--- config.mk ---
export PLATFORM = sky130hd
export DESIGN_NAME = spi_irq_agg
export DESIGN_NICKNAME = d
export VERILOG_FILES = /design/src/rtl/spi_irq_pkg.sv /design/src/rtl/spi_irq_ctrl.sv /design/src/rtl/spi_irq_dp.sv /design/src/rtl/spi_irq_agg.sv
export SDC_FILE = /design/constraint.sdc
export NUM_CORES = 1
export LEC_CHECK = 0
export ABC_AREA = 0
export CAP_MARGIN = 20
export CORE_MARGIN = 3
export CORE_UTILIZATION = 35
export DETAILED_ROUTE_END_ITERATION = 6
export GPL_TIMING_DRIVEN = 0
export PLACE_DENSITY = 0.77
export SYNTH_ARGS = -nofsm -noshare
export SYNTH_HDL_FRONTEND = slang
export SYNTH_SLANG_ARGS = --single-unit
--- constraint.sdc ---
create_clock -name clk -period 1.66 [get_ports clk]
set_clock_uncertainty 0.15 [all_clocks]
set_input_delay 0.249 -clock clk [delete_from_list [all_inputs] [get_ports clk]]
set_output_delay 0.249 -clock clk [all_outputs]
set_load 0.02 [all_outputs]
--- src/rtl/spi_irq_pkg.sv ---
package spi_irq_pkg;
  localparam int NUM_BITS = 7;

  localparam int BIT_TX_UNDER  = 6;
  localparam int BIT_RX_FULL   = 5;
  localparam int BIT_RX_LEVEL  = 4;
  localparam int BIT_TX_FULL   = 3;
  localparam int BIT_TX_LEVEL  = 2;
  localparam int BIT_MODE_FLT  = 1;
  localparam int BIT_RX_OVER   = 0;

  localparam logic [NUM_BITS-1:0] STICKY_BITS =
    NUM_BITS'((1 << BIT_TX_UNDER) | (1 << BIT_MODE_FLT) | (1 << BIT_RX_OVER));

  localparam int ADR_STATUS   = 0;
  localparam int ADR_MASK_SET = 1;
  localparam int ADR_MASK_CLR = 2;
  localparam int ADR_MASK     = 3;
  localparam int ADR_TX_THR   = 4;
  localparam int ADR_RX_THR   = 5;

  typedef struct packed {
    logic clrStatus;
    logic setMask;
    logic clrMask;
    logic wrTxThr;
    logic wrRxThr;
  } irq_strobe_t;
endpackage

--- src/rtl/spi_irq_ctrl.sv ---
module spi_irq_ctrl
  import spi_irq_pkg::*;
#(
  parameter int ADDR_W = 3
) (
  input  logic              regWrEn,
  input  logic [ADDR_W-1:0] regAddr,
  output irq_strobe_t       strobes
);
  always_comb begin
    strobes = '0;
    if (regWrEn) begin
      case (int'(regAddr))
        ADR_STATUS:   strobes.clrStatus = 1'b1;
        ADR_MASK_SET: strobes.setMask   = 1'b1;
        ADR_MASK_CLR: strobes.clrMask   = 1'b1;
        ADR_TX_THR:   strobes.wrTxThr   = 1'b1;
        ADR_RX_THR:   strobes.wrRxThr   = 1'b1;
        default:      strobes = '0;
      endcase
    end
  end
endmodule

--- src/rtl/spi_irq_dp.sv ---
module spi_irq_dp
  import spi_irq_pkg::*;
#(
  parameter int CNT_W  = 6,
  parameter int THR_W  = 8,
  parameter int ADDR_W = 3,
  parameter int DATA_W = 32
) (
  input  logic                clk,
  input  logic                rstN,
  input  irq_strobe_t         strobes,
  input  logic [CNT_W-1:0]    txCount,
  input  logic [CNT_W-1:0]    rxCount,
  input  logic                txFull,
  input  logic                rxFull,
  input  logic                txUnderrunEv,
  input  logic                rxOverrunEv,
  input  logic                modeFaultEv,
  input  logic [ADDR_W-1:0]   regAddr,
  input  logic [DATA_W-1:0]   regWrData,
  output logic [DATA_W-1:0]   regRdData,
  output logic [NUM_BITS-1:0] statusWord,
  output logic [NUM_BITS-1:0] maskWord,
  output logic                irqOut
);
  localparam int CMP_W = (CNT_W > THR_W) ? CNT_W : THR_W;

  logic [THR_W-1:0]    txThrQ, rxThrQ;
  logic [NUM_BITS-1:0] stickyQ, stickyNext, evVec, clrVec, liveVec;
  logic [NUM_BITS-1:0] maskQ, wrBits;
  logic [CMP_W-1:0]    txCntExt, rxCntExt, txThrExt, rxThrExt;
  logic                irqQ;
  logic                unusedWrBits;

  assign unusedWrBits = ^regWrData;
  assign wrBits   = regWrData[NUM_BITS-1:0];
  assign txCntExt = CMP_W'(txCount);
  assign rxCntExt = CMP_W'(rxCount);
  assign txThrExt = CMP_W'(txThrQ);
  assign rxThrExt = CMP_W'(rxThrQ);

  always_comb begin
    evVec = '0;
    evVec[BIT_TX_UNDER] = txUnderrunEv;
    evVec[BIT_MODE_FLT] = modeFaultEv;
    evVec[BIT_RX_OVER]  = rxOverrunEv;
    liveVec = '0;
    liveVec[BIT_RX_FULL]  = rxFull;
    liveVec[BIT_TX_FULL]  = txFull;
    liveVec[BIT_RX_LEVEL] = (rxCntExt >= rxThrExt);
    liveVec[BIT_TX_LEVEL] = (txCntExt <  txThrExt);
  end

  assign clrVec     = strobes.clrStatus ? wrBits : '0;
  assign stickyNext = ((stickyQ & ~clrVec) | evVec) & STICKY_BITS;

  always_ff @(posedge clk or negedge rstN) begin
    if (!rstN) begin
      stickyQ <= '0;
      maskQ   <= '0;
      txThrQ  <= THR_W'(1);
      rxThrQ  <= THR_W'(1);
      irqQ    <= 1'b0;
    end else begin
      stickyQ <= stickyNext;
      if (strobes.setMask)      maskQ <= maskQ | wrBits;
      else if (strobes.clrMask) maskQ <= maskQ & ~wrBits;
      if (strobes.wrTxThr) txThrQ <= regWrData[THR_W-1:0];
      if (strobes.wrRxThr) rxThrQ <= regWrData[THR_W-1:0];
      irqQ <= |(maskQ & statusWord);
    end
  end

  assign statusWord = stickyQ | liveVec;
  assign maskWord   = maskQ;
  assign irqOut     = irqQ;

  always_comb begin
    case (int'(regAddr))
      ADR_STATUS: regRdData = DATA_W'(statusWord);
      ADR_MASK:   regRdData = DATA_W'(maskQ);
      ADR_TX_THR: regRdData = DATA_W'(txThrQ);
      ADR_RX_THR: regRdData = DATA_W'(rxThrQ);
      default:    regRdData = '0;
    endcase
  end


  underrun_sets_chk: assert property (@(posedge clk) disable iff (!rstN)
    txUnderrunEv |=> statusWord[BIT_TX_UNDER]);


  clear_drops_chk: assert property (@(posedge clk) disable iff (!rstN)
    (strobes.clrStatus && wrBits[BIT_RX_OVER] && !rxOverrunEv) |=> !statusWord[BIT_RX_OVER]);


  event_wins_chk: assert property (@(posedge clk) disable iff (!rstN)
    (strobes.clrStatus && wrBits[BIT_MODE_FLT] && modeFaultEv) |=> statusWord[BIT_MODE_FLT]);


  mask_hold_chk: assert property (@(posedge clk) disable iff (!rstN)
    (!strobes.setMask && !strobes.clrMask) |=> $stable(maskWord));


  irq_rise_chk: assert property (@(posedge clk) disable iff (!rstN)
    (|(maskWord & statusWord)) |=> irqOut);


  irq_fall_chk: assert property (@(posedge clk) disable iff (!rstN)
    !(|(maskWord & statusWord)) |=> !irqOut);
endmodule

--- src/rtl/spi_irq_agg.sv ---
module spi_irq_agg
  import spi_irq_pkg::*;
#(
  parameter int CNT_W  = 6,
  parameter int THR_W  = 8,
  parameter int ADDR_W = 3,
  parameter int DATA_W = 32
) (
  input  logic                clk,
  input  logic                rstN,
  input  logic [CNT_W-1:0]    txCount,
  input  logic [CNT_W-1:0]    rxCount,
  input  logic                txFull,
  input  logic                rxFull,
  input  logic                txUnderrunEv,
  input  logic                rxOverrunEv,
  input  logic                modeFaultEv,
  input  logic                regWrEn,
  input  logic [ADDR_W-1:0]   regAddr,
  input  logic [DATA_W-1:0]   regWrData,
  output logic [DATA_W-1:0]   regRdData,
  output logic [NUM_BITS-1:0] statusWord,
  output logic [NUM_BITS-1:0] maskWord,
  output logic                irqOut
);
  irq_strobe_t strobes;

  spi_irq_ctrl #(.ADDR_W(ADDR_W)) u_ctrl (
    .regWrEn (regWrEn),
    .regAddr (regAddr),
    .strobes (strobes)
  );

  spi_irq_dp #(
    .CNT_W(CNT_W), .THR_W(THR_W), .ADDR_W(ADDR_W), .DATA_W(DATA_W)
  ) u_dp (
    .clk          (clk),
    .rstN         (rstN),
    .strobes      (strobes),
    .txCount      (txCount),
    .rxCount      (rxCount),
    .txFull       (txFull),
    .rxFull       (rxFull),
    .txUnderrunEv (txUnderrunEv),
    .rxOverrunEv  (rxOverrunEv),
    .modeFaultEv  (modeFaultEv),
    .regAddr      (regAddr),
    .regWrData    (regWrData),
    .regRdData    (regRdData),
    .statusWord   (statusWord),
    .maskWord     (maskWord),
    .irqOut       (irqOut)
  );
endmodule

==> results.yml <==
critical_path:
  worst_path_largest_cell_delay_ps: 410
  criticalPathCategory: "register to primary output"
  critical-path-slowest-cell: "dfrtp_1"
  critPathCaptureType: "primary output"
  crit_required_ps: 1260
  timing.rr.start: "u_dp.txThrExt[5]"
  crit_path_frequent_cell: "buf_6"
  reg2reg_depth: 9
  crit_path_max_fanout: 2
  critPathLaunchType: "register"
  path_cells: "inv_2 -> ha_4 -> buf_6 -> a211oi_4 -> o21ai_2 -> o311ai_4 -> a221o_1 -> buf_6"
  critPathArrivalTime_ps: 1870
  worstSetupStartpoint: "u_dp.txThrExt[5]"
floorplan:
  fp.coreArea_um2: 4911
  dieArea_um2: 6192
  initial_core_util_pct: 37.66
  die_w_um: 78.69
  die_h_um: 78.69
  ios: 102
  rows: 25
power:
  p_int_mw: 1.433
  swShare_pct: 35.22
  power_density_nw_per_um2: 777.6
  leakagePower_nw: 1.316
  power_switching_mw: 0.7789
  pwr-share-comb_pct: 44.0
  irDropWorstVdd_mv: 0.4885
  clkPwrFrac_pct: 17.8
  pwr-share-seq_pct: 38.2
final_layout:
  nFillCells: 445
  regArea_um2: 678.2
  drive_above_1_share_pct: 34.12
  multi_input_area_um2: 1102
  finish.utilization_pct: 57.91
  syn_to_final_growth_pct: 53.79
  finalNetCount: 363
  diodes: 0
detailed_routing:
  drc: 0
  wire_per_inst_um: 14.70
  wl_um: 5336
  post_drt_via_cell_ratio: 4.771
  antenna_left: 0
  via_count: 1732
  drt_iter0_drc: 109
  firstDrtPassIters: 4
placement:
  hpwl_um: 3940
  portBuffers: 52
  gp_congestion: 0.8630
sta:
  worst_slew_pin_slew_ps: 610.2
  grt_setup_unrepaired: "true"
  tns_ps: -3073
  setup_viol: 8
  hold_slack_ps: 128.7
  period_needed_ps: 2266
  fin_crit_sh_pct: 136.5
  drv_slew: 0
  fmax_mhz: 441.3
  slew_headroom_pct: 59.19
  fin_ws_ps: -605.9
  hold_violations: 0
clock_tree:
  htree_num_levels: 1
  hold_buffers: 0
  cts_tree: "built"
  cts_buffers: 3
  path_clk_slew_ps: 100
  cts_root_buf: "clkbuf_8"
  clock-sinks: 27
  clkLatencyLatePin_ps: 280
  cts_max_path_buffers: 2
synthesis:
  ys.flop_type: "dfrtp_1"
  synthSimpleGateAreaFrac_pct: 13.46
  yosysWarningCount: 0
  avgSynthCellArea_um2: 9.110
  synthAdderAreaFrac_pct: 7.442
  synth_common_cells: "32 x nand2_1, 28 x buf_4, 25 x dfrtp_1, 25 x o21ai_0"
  async_reset_ff_share_pct: 100.0
  syn-cell-area_um2: 1849
  synth-edff-count: 0
  synth_compound_area_share_pct: 16.78
  yosys.cell_count.top_type: "nand2_1"
  yosys-top-cells-area: "dfrtp_1 34%, buf_4 11%, ha_1 7.4%, o21ai_0 6.8%, mux2_2 6.7%"
  ys_seq_elements: 27
  synth_xor_area_share_pct: 0
  synth_top_family_by_area: "compound AO/OA/AOI/OAI gates"
  synthDistinctLibCells: 33
  synth.area.mux_share_pct: 9.946
  synth_area_leader_cell: "dfrtp_1"
  ys_seq_area_share_pct: 36.67
  synthCells: 203
  synth_top_cell_area_share_pct: 33.83
outcome:
  violations: "setup timing"
  run_status: "finished, violations left"
hold_path:
  hold_depth: 2
  hp-class: "input port to register"
  min_from: "regAddr[1]"
grt:
  grt_max_degree: 18
  globalRouteTotalUtil_pct: 17.56
  antenna_found_initial: 0
  grt_pass1_vias: 1721
  gr-total-overflow: 0
  grt_pass1_wl_um: 8514
flow_run:
  drv_cap: 0
## cells by family after synthesis
kind of cell	Yosys count
other	1
buffers and inverters	44
muxes	17
DFF	27
and+or+nand+nor	51
adders and majority gates	11
AOI/OAI and AO/OA	52
## worst paths after layout
path | end | slack [ps]
hold / removal | register | 130
max in group asynchronous | u_dp.rxThrExt[0] | 600
min in group asynchronous | async pin | 190
setup / recovery | regRdData[2] | -610
hold reg to reg | u_dp.rxThrExt[4] | 390
setup reg to reg | u_dp.irqOut | -280
## power groups by stage
stage | clock network [mW] | logic (mW) | registers (mW)
2_1_floorplan | 0 | 0.476 | 0.832
3_3_place_gp | 0 | 0.730 | 0.845
3_5_place_dp | 0 | 0.760 | 0.849
4_1_cts | 0.405 | 0.913 | 0.841
5_1_grt | 0.436 | 1.06 | 0.854
6_report | 0.394 | 0.974 | 0.844
## critical path: cells and delay by family (launching register included)
kind / cells / cell delay [ps]
DFF: 1 / 410
adders and majority gates: 1 / 200
buffers and inverters: 3 / 320
AOI/OAI and AO/OA: 4 / 660
## timing repair
item	CTS	global route
pin swaps	11	12
gates resized for setup	99	18
buffers inserted	12	3
endpoints found under the setup margin	28	10
## layout by cell type, fill, tap and decap left out, drive strengths merged, types with 4 or more instances in the layout
master | synthesis | routed
buf | 31 | 55
nand2 | 32 | 32
clkdlybuf4s50 | 0 | 27
dfrtp | 25 | 25
o21ai | 25 | 25
conb | 1 | 24
dlygate4sd2 | 0 | 12
mux2 | 11 | 11
ha | 11 | 11
inv | 11 | 11
nor2 | 10 | 10
a21oi | 9 | 9
mux2i | 6 | 6
clkbuf | 2 | 6
a21o | 4 | 4
## per-stage QoR
step | setup slack (ps) | power (mW) | area (um^2) | std cells
2_1_floorplan | -200.2 | 1.308 | 1962 | 226
3_5_place_dp | -1059 | 1.609 | 2594 | 346
4_1_cts | -638.5 | 2.159 | 2789 | 362
5_1_grt | -690.0 | 2.351 | 2844 | 363
3_3_place_gp | -1060 | 1.575 | 2566 | 345
6_report | -605.9 | 2.212 | 2844 | 363
## routing by layer
layer	wire, um	up-vias	track usage (%)	share of wire [%]
met3	488	10	5.329	9.1
met5	0	-	0	0
met4	91	0	5.070	1.7
li1	-	837	-	-
met1	2216	802	22.51	42
met2	2541	83	28.52	48
## cell type report
class,count,area share (%)
tap,67,2.948
sequential,27,23.85
inverter,11,1.452
multi-input combinational,155,38.76
buffer,33,8.799
clock buffer,3,1.452
timing repair buffer,66,22.48
clock inverter,1,0.2640
(Power assumes the default switching activity.)
